## src/rtl/iq_tx_pkg.sv

```systemverilog
// Shared constants and types for the two-lane serial I/Q transmitter.
// Assumes the short width never exceeds the full width.
package iq_tx_pkg;
    localparam int unsigned FULL_W  = 16;
    localparam int unsigned SHORT_W = 12;

    // Settings captured at a sample boundary.
    typedef struct packed {
        logic short_w;
        logic lsb_first;
    } iq_cfg_t;
endpackage

```

## src/rtl/iq_tx_lane.sv

```systemverilog
// One serial lane: holds a word and presents one bit per cycle.
// For top-bit-first order a short word is pre-aligned to the top of the
// register, so the output tap is always bit DW-1 (msb order) or bit 0
// (lsb order). Assumes load and shift are never high together in a way
// that matters: load wins.
module iq_tx_lane #(
    parameter int unsigned DW = 16,
    parameter int unsigned SW = 12
) (
    input  logic          clk,
    input  logic          rst_n,
    input  logic          load,
    input  logic          shift,
    input  logic          load_short,
    input  logic          load_lsb,
    input  logic          cur_lsb,
    input  logic [DW-1:0] din,
    output logic          dout
);
    localparam int unsigned PAD = DW - SW;

    logic [DW-1:0] sh_q;
    logic [DW-1:0] load_val;

    // Align the incoming word so the first bit sits at the output tap.
    always_comb begin
        if (load_lsb || !load_short) load_val = din;
        else                         load_val = din << PAD;
    end

    // Capture a new word or step the current one by one bit.
    always_ff @(posedge clk) begin
        if (!rst_n)     sh_q <= '0;
        else if (load)  sh_q <= load_val;
        else if (shift) sh_q <= cur_lsb ? (sh_q >> 1) : (sh_q << 1);
    end

    assign dout = cur_lsb ? sh_q[0] : sh_q[DW-1];
endmodule

```

## src/rtl/iq_tx_seq.sv

```systemverilog
// Sample sequencer: counts bits, raises ready in the last bit, marks the
// first bit and latches the width/order settings when a word is taken.
// Assumes in_valid is synchronous to clk.
module iq_tx_seq #(
    parameter int unsigned DW = 16,
    parameter int unsigned SW = 12
) (
    input  logic clk,
    input  logic rst_n,
    input  logic cfg_short,
    input  logic cfg_lsb_first,
    input  logic in_valid,
    output logic in_ready,
    output logic load,
    output logic shift,
    output logic active,
    output logic strobe,
    output logic cur_lsb
);
    import iq_tx_pkg::*;

    localparam int unsigned CW = $clog2(DW);

    logic          active_q;
    logic          first_q;
    logic [CW-1:0] cnt_q;
    iq_cfg_t       cfg_q;
    logic          last;

    // Decode the handshake and the stepping condition.
    always_comb begin
        last     = active_q && (cnt_q == '0);
        in_ready = !active_q || last;
        load     = in_valid && in_ready;
        shift    = active_q && !last;
    end

    // Track sample progress and capture settings at the boundary.
    always_ff @(posedge clk) begin
        if (!rst_n) begin
            active_q <= 1'b0;
            first_q  <= 1'b0;
            cnt_q    <= '0;
            cfg_q    <= '0;
        end else if (load) begin
            active_q        <= 1'b1;
            first_q         <= 1'b1;
            cnt_q           <= cfg_short ? CW'(SW - 1) : CW'(DW - 1);
            cfg_q.short_w   <= cfg_short;
            cfg_q.lsb_first <= cfg_lsb_first;
        end else if (active_q) begin
            first_q <= 1'b0;
            if (last) active_q <= 1'b0;
            else      cnt_q    <= cnt_q - 1'b1;
        end
    end

    assign active  = active_q;
    assign strobe  = active_q && first_q;
    assign cur_lsb = cfg_q.lsb_first;
endmodule

```

## src/rtl/iq_serial_tx.sv

```systemverilog
// Top level: one sequencer driving two identical lanes (I and Q) so both
// lanes step together. Lane outputs are forced low outside a sample.
// Assumes a single clock where one cycle is one bit period.
module iq_serial_tx #(
    parameter int unsigned DW = iq_tx_pkg::FULL_W,
    parameter int unsigned SW = iq_tx_pkg::SHORT_W
) (
    input  logic          clk,
    input  logic          rst_n,
    input  logic          cfg_short,
    input  logic          cfg_lsb_first,
    input  logic          in_valid,
    output logic          in_ready,
    input  logic [DW-1:0] in_i,
    input  logic [DW-1:0] in_q,
    output logic          bit_en,
    output logic          strobe,
    output logic          ser_i,
    output logic          ser_q
);
    localparam int unsigned NLANE = 2;

    logic             load;
    logic             shift;
    logic             active;
    logic             cur_lsb;
    logic [DW-1:0]    lane_din [NLANE];
    logic [NLANE-1:0] lane_bit;

    assign lane_din[0] = in_i;
    assign lane_din[1] = in_q;

    iq_tx_seq #(.DW(DW), .SW(SW)) u_seq (
        .clk           (clk),
        .rst_n         (rst_n),
        .cfg_short     (cfg_short),
        .cfg_lsb_first (cfg_lsb_first),
        .in_valid      (in_valid),
        .in_ready      (in_ready),
        .load          (load),
        .shift         (shift),
        .active        (active),
        .strobe        (strobe),
        .cur_lsb       (cur_lsb)
    );

    for (genvar g = 0; g < NLANE; g++) begin : g_lane
        iq_tx_lane #(.DW(DW), .SW(SW)) u_lane (
            .clk        (clk),
            .rst_n      (rst_n),
            .load       (load),
            .shift      (shift),
            .load_short (cfg_short),
            .load_lsb   (cfg_lsb_first),
            .cur_lsb    (cur_lsb),
            .din        (lane_din[g]),
            .dout       (lane_bit[g])
        );
    end

    assign bit_en = active;
    assign ser_i  = active && lane_bit[0];
    assign ser_q  = active && lane_bit[1];
endmodule

```

## config.mk

```make
export PLATFORM = sky130hd
export DESIGN_NAME = iq_serial_tx
export DESIGN_NICKNAME = d
export VERILOG_FILES = /design/src/rtl/iq_tx_pkg.sv /design/src/rtl/iq_tx_lane.sv /design/src/rtl/iq_tx_seq.sv /design/src/rtl/iq_serial_tx.sv
export SDC_FILE = /design/constraint.sdc
export NUM_CORES = 1
export LEC_CHECK = 0
export BUFFER_PORTS_ARGS = -buffer_cell sky130_fd_sc_hd__buf_2
export CORE_MARGIN = 2
export CORE_UTILIZATION = 60
export DETAILED_ROUTE_END_ITERATION = 12
export HOLD_SLACK_MARGIN = 0.03
export PLACE_DENSITY = 0.83
export SLEW_MARGIN = 20
export SYNTH_ARGS = -nofsm -noshare
export SYNTH_HDL_FRONTEND = slang
export SYNTH_SLANG_ARGS = --single-unit
```

## constraint.sdc

```tcl
create_clock -name clk -period 2.6 [get_ports clk]
set_input_delay 0.39 -clock clk [delete_from_list [all_inputs] [get_ports clk]]
set_output_delay 0.39 -clock clk [all_outputs]
set_load 0.03 [all_outputs]
```

==> summary.md, run 1 <==
| Metric | Value |
|---|---|
| Worst path cell trace | inv_1 -> ha_1 -> nand2b_4 -> o21a_1 -> inv_12 -> buf_2 |
| CTS root buffer | clkbuf_8 |
| # setup viols final | 0 |
| Fraction of layout cells with a size suffix above 1 | 0.269 |
| Number of instances resized during post-cts repair | 0 |
| Number of flops mapped to enable cells by yosys | 0 |
| VDD IR max | around 330 µV |
| Post-CTS setup buffer count | 0 |
| Setup TNS | 0 ps |
| Largest cells by area after synthesis | dfxtp_1, mux2_2, nand2_1 |
| Layout Area Growth over Synthesis | 9.79% |
| Leading area contributor after synthesis | dfxtp_1 |
| Largest net degree at the start of global routing | 60 |
| Port Buffers | 41 |
| Overall die width | 68.1 µm |
| DRC viols | 0 |
| Unrepaired setup endpoints after global routing | false |
| Post-Synthesis Net Count | 352 |
| Worst slew slack as a fraction of its limit | 0.350 |
| Placed instance area | 2590 µm² |
| Clock transition at the registers of the reported paths | 80 ps |
| Vertical die dimension | just under 70 µm |
| Switching power summed over all nets | between 0.4 and 0.5 mW |
| Static Leakage | 1.13 nW |
| Sequential group share of total power | 0.439 |
| Leading register cell type out of synthesis | dfxtp_1 |
| Proportion of register bits with asynchronous set or reset after synthesis | 0 |
| Initial cell density of the core | 0.621 |
| Finished Cell Area | around 2700 µm² |
| Top-Level Pins | 42 |
| Total routing resource utilization after global routing | 0.276 |
| Category of the worst setup path capture point | output pin |
| Achievable Freq | 473 MHz |
| Std-Cell Core Area | between 3000 and 4000 µm² |
| Cell area power density | 605 nW/µm² |
| Mean number of vias per cell | roughly 6.0 |
| Total of max-cap violations | 0 |
| Final Hold Viols | 0 |
| Crit path max-delay cell type | dfxtp_1 |
| Count of yosys warnings during synthesis | 0 |
| Detailed-route via count | 2331 |
| Clock Skews | 9.69 ps |
| Critical path's top delay family | buffers and inverters |
| Kind of critical path | register to output pin |
| Post-synthesis sequential element count | 39 |
| Setup slack after placement | 695 ps |
| Total CTS buffers | 5 |
| Total number of H-tree levels | 2 |
| Power share of the combinational group | 0.238 |
| Number of library cell types mapped by synthesis | 41 |
| Delay contributed by the slowest stage of the critical path | roughly 330 ps |
| Final worst-path setup slack | 487 ps |
| Placer congestion estimate | just under 0.8 |
| Vias in the first global route | 2078 |
| Iter 0 DRT Violations | ~280 |
| CP startpoint kind | register |
| Cts hold-fix bufs | 0 |
| Clock sink count | 39 |
| WP data arrival | approximately 1700 ps |
| Combined buffer and inverter count along the critical path | 3 |
| Post-route total power | 1.64 mW |
| Share of the core filled with cells in the final layout | 0.682 |
| Top-count cell post-synth | nand2_1 |
| Final WL | roughly 6 mm |
| Cell internal power dissipation | 1.16 mW |
| Switching part of the total power | 0.293 |
| Final std cells w/o fill | 388 |
| Number of nets still failing antenna checks after routing | 0 |
| Tightest hold margin | 374 ps |
| Final Critical Period | 2110 ps |
| Data required time of the critical path | 2210 ps |
| HP Class | input pin to register |
| Number of antenna violations at the first check in global routing | 0 |
| Number of buffers on the longest clock path | 2 |
| Post-detailed-route wirelength per cell | 15.4 µm |
| Post-synthesis cell area | approximately 2500 µm² |
| Maximum fanout along the worst path | 55 |
| Most frequent cells after synthesis | nand2_1, dfxtp_1, nor2_1, mux2_2, o21ai_0 |
| DP Cell Count | 380 |
| Part of the cycle the worst path needs | 0.813 |
| Detailed-router iteration count before antenna repair | 7 |
| Congestion Overflow GR | 0 |
| Clock share of power | 0.322 |
| HPWL after DPL | roughly 4.0 mm |
| Yosys top cell area share | 0.317 |
| Wire length of the first global-routing pass | a little under 10 mm |
| Final number of max-transition violations | 0 |
| Worst-Skew Late Latency | 290 ps |
| Number of core rows | 23 |
| Fraction of the yosys area taken by sequential cells | 0.317 |
| Mean area per synthesized cell | between 7 and 8 µm² |
| Status | finished clean |
| Die Footprint | 4640 µm² |
| CTS tree | done |
| Antenna cells | 0 |
| Count of mapped cells out of synthesis | 314 |
| Final nets | roughly 380 |
| Slew at the pin closest to its max-slew limit | roughly 970 ps |
## state kept, by name (all words and copies together) (netlist names)
register            cells
g_lane.u_lane.sh_q     32
u_seq.active            1
u_seq.cnt_q             4
u_seq.cur_lsb           1
u_seq.first_q           1
## cell usage in the layout, fill, tap and decap left out, drive strengths merged, types with 2 or more instances in the layout
cell type	instances
nor2b	3
a21boi	4
clkbuf	6
mux2i	4
nand2	57
nor2	24
a31o	14
nor3	2
and3	7
nand2b	11
o21ai	27
a311o	2
o21a	2
a31oi	16
dfxtp	39
a21oi	16
o22ai	2
nand4b	2
o221ai	6
o311a	2
o211ai	6
inv	11
buf	47
mux2	20
nand3	2
## cells by family after synthesis
group | count (synthesis) | share of synthesized area
AND/OR/NAND/NOR | 110 | 0.203
AO/OA/AOI/OAI | 98 | 0.264
buffers and inverters | 42 | 0.103
flip-flops | 39 | 0.317
multiplexers | 24 | 0.108
adder cells (fa/ha/maj) | 1 | 0.00507
## per-layer routing
layer  part of all wire  GRT usage
met1               0.44      0.381
met2               0.47      0.438
met3              0.074     0.0592
met4              0.011     0.0675
met5                  0          0
## final timing paths
kind | from | cells after the start | endpoint | slack, ps
setup reg to reg | u_seq.cnt_q[0] | 7 | g_lane[0].u_lane.sh_q[3] | 850
hold / removal | cfg_lsb_first | 3 | u_seq.cur_lsb | 370
hold reg to reg | u_seq.first_q | 2 | u_seq.first_q | 470
setup / recovery | u_seq.cnt_q[0] | 6 | in_ready | 490
## worst min-delay path, cell delays in order
cell	delay (ps)
buf_2	110
nand2_1	50
mux2i_1	60
## cell type report
type	count	area, µm²
sequential	39	781
clock inverter	2	35.0
clock buffer	6	82.6
inverter	11	53.8
multi-input combinational	233	1430
fill	335	1260
tap	50	62.6
timing repair buffer	47	263
## power groups by stage
stage	registers [mW]	logic, mW	clock network [mW]
after floorplan	0.711	0.329	0
after CTS	0.718	0.387	0.532
after global placement	0.730	0.376	0
final	0.719	0.390	0.528
after global routing	0.728	0.433	0.567
after detailed placement	0.732	0.385	0
Power figures use the tool's default switching activity.
==> run 2: changes to the inputs <==
--- a/config.mk
+++ b/config.mk
@@ -7,10 +7,10 @@
 export LEC_CHECK = 0
 export BUFFER_PORTS_ARGS = -buffer_cell sky130_fd_sc_hd__buf_2
 export CORE_MARGIN = 2
-export CORE_UTILIZATION = 60
+export CORE_UTILIZATION = 51
 export DETAILED_ROUTE_END_ITERATION = 12
 export HOLD_SLACK_MARGIN = 0.03
-export PLACE_DENSITY = 0.83
+export PLACE_DENSITY = 0.75
 export SLEW_MARGIN = 20
 export SYNTH_ARGS = -nofsm -noshare
 export SYNTH_HDL_FRONTEND = slang
==> constraint.sdc (replaced) <==
create_clock -name clk -period 1.9 [get_ports clk]
set_input_delay 0.285 -clock clk [delete_from_list [all_inputs] [get_ports clk]]
set_output_delay 0.285 -clock clk [all_outputs]
set_load 0.03 [all_outputs]
==> run 2 against run 1 <==
Via count down 0.77%. Die area up 17%. Total power is 29% higher. Sequential power rose by 36%. Final cell count up 1.8%. Register-to-register slack worse by 610 ps. Wire length rose by 5.8%. Core utilization down 10 points. Clock power grew 6.8%. Final area up 0.69%. Count of clock-buffer cells in the layout grew 1.
==> summary.md, run 2 (synthesized netlist as in run 1, its figures left out) <==
| Metric | Value |
|---|---|
| Status | finished clean |
| Achievable Freq | between 500 and 600 MHz |
| Worst slew slack as a fraction of its limit | 0.542 |
| Congestion Overflow GR | 0 |
| Antenna cells | 0 |
| Wire length of the first global-routing pass | 10.5 mm |
| CTS tree | done |
| Most common library cell in the layout ignoring fill and taps | nand2_1 |
| FF+latch area | 781 µm² |
| Maximum fanout along the worst path | 28 |
| Final number of max-transition violations | 0 |
| Detailed-route via count | 2313 |
| CP startpoint kind | register |
| Global routing usage on met2 | 0.395 |
| Post-route total power | 2.11 mW |
| Biggest registers after layout | g_lane.u_lane.sh_q x32, u_seq.cnt_q x4 |
| Worst r2r dst | g_lane[1].u_lane.sh_q[1] |
| Setup TNS | 0 ps |
| Worst R2R Path Depth | 7 |
| Initial cell density of the core | 0.526 |
| Final WL | 6.32 mm |
| Mean number of vias per cell | just under 6 |
| Kind of critical path | register to output pin |
| Layout fillers | 435 |
| DRC viols | 0 |
| Detailed-router iteration count before antenna repair | 4 |
| Largest net degree at the start of global routing | 44 |
| Final nets | 378 |
| Category of the worst setup path capture point | output pin |
| Reg-to-reg critical path startpoint | u_seq.cnt_q[0] |
| Clock transition at the registers of the reported paths | 70 ps |
| Static Leakage | 1.14 nW |
| Die Footprint | 5410 µm² |
| Total number of H-tree levels | 2 |
| Number of antenna violations at the first check in global routing | 0 |
| Total CTS buffers | 5 |
| WP data arrival | 1530 ps |
| Total routing resource utilization after global routing | 0.252 |
| Final Critical Period | 1820 ps |
| Tightest hold margin | 247 ps |
| HPWL after DPL | 4.06 mm |
| Total of max-cap violations | 0 |
| Placer congestion estimate | 0.840 |
| Fraction of layout cells with a size suffix above 1 | 0.273 |
| Number of nets still failing antenna checks after routing | 0 |
| Post-detailed-route wirelength per cell | roughly 16 µm |
| Global-route layer with the greatest usage | met2 |
| Part of the cycle the worst path needs | 0.958 |
| Top-Level Pins | 42 |
| Reg-to-reg slack, setup | 240 ps |
| Final Hold Viols | 0 |
| Number of core rows | 25 |
| Commonest non-fill, non-tap cells in the layout | nand2_1, buf_2, dfxtp_1, nor2_1, mux2_2 |
| VDD IR max | 536 µV |
| Met3 usage | 0.0535 |
| Iter 0 DRT Violations | 172 |
| Unrepaired setup endpoints after global routing | false |
| HP Class | input pin to register |
| Flip-flop count of the largest register after layout | 32 |
| Setup crit end | in_ready |
| Finished Cell Area | about 2700 µm² |
| Port Buffers | 41 |
| Clock sink count | 39 |
| Vertical die dimension | 73.5 µm |
| Multi-input gate area in the final layout | roughly 1400 µm² |
| Number of buffers on the longest clock path | 2 |
| Overall die width | 73.5 µm |
| Vias in the first global route | 2225 |
| Cell area power density | approximately 770 nW/µm² |
| Slew at the pin closest to its max-slew limit | 687 ps |
| Placed instance area | 2620 µm² |
| Layout Area Growth over Synthesis | 10.6% |
| Largest reg by FF count | g_lane.u_lane.sh_q |
| Worst-Skew Late Latency | 310 ps |
| Post-CTS setup buffer count | 0 |
| Data required time of the critical path | 1620 ps |
| Launch point of the critical path | u_seq.cnt_q[0] |
| GRT met1 Usage | 0.342 |
| Clock Skews | ~9.5 ps |
| CTS root buffer | clkbuf_8 |
| # setup viols final | 0 |
| Std-Cell Core Area | 4690 µm² |
[run 2: cell types whose count changed in the layout (fill, tap and decap cells not counted)]
cell | before | now
buf_12 | 1 | 2
buf_2 | 41 | 40
buf_4 | 5 | 7
bufinv_16 | 1 | 0
clkbuf_1 | 0 | 2
clkbuf_8 | 6 | 5
inv_12 | 1 | 0
inv_16 | 0 | 1
inv_6 | 0 | 1
o21a_1 | 2 | 1
o21a_4 | 0 | 1
[run 2: per-stage QoR]
stage                     setup slack (ps)  std cells   util
after floorplan                        366        314      -
after global placement                 240        386  0.559
after detailed placement               166        386  0.559
after CTS                             73.9        395  0.581
after global routing                  17.4        395  0.581
final                                 80.5        395  0.581
[run 2: layout make-up]
type / count / area share
repair buffers: 49 / 0.107
well taps: 54 / 0.0248
clock buffers: 7 / 0.0280
flip-flops and latches: 39 / 0.286
inverters: 11 / 0.0211
repair inverters: 1 / 0.00321
multi-input cells: 233 / 0.527
clock inverters: 1 / 0.00184
[run 2: layer usage]
metal  vias up  share of wire
met4         0          0.016
met3        10          0.058
met5         -              0
met2        72           0.46
met1      1079           0.47
li1       1152              -
[run 2: report_power, final]
part	internal, mW	leakage (nW)	switching [mW]	total (mW)
Combinational	0.261	0.773	0.301	0.562
Sequential	0.909	0.324	0.0700	0.979
Clock	0.258	0.0422	0.306	0.564
[run 2: worst min path at each step]
stage | start | to | slack, ps | cells past startpoint
after floorplan | cfg_lsb_first | u_seq.cur_lsb | 420 | 2
after global placement | u_seq.first_q | u_seq.first_q | 460 | 2
after detailed placement | u_seq.first_q | u_seq.first_q | 480 | 2
after CTS | cfg_lsb_first | u_seq.cur_lsb | 250 | 3
after global routing | cfg_lsb_first | u_seq.cur_lsb | 260 | 3
final | cfg_lsb_first | u_seq.cur_lsb | 250 | 3
[run 2: what timing repair did]
action | CTS | global route
hold buffers | 0 | 0
endpoints found under the setup margin | 1 | 0
hold endpoints to repair | 0 | 0
gates resized for setup | 5 | 0
[run 2: critical path, cell delays in order (launching register included)]
cell and delay [ps]:
dfxtp_1 320, inv_1 70, ha_1 210, nand2b_4 70, o21a_4 250, inv_16 120
buf_4 170
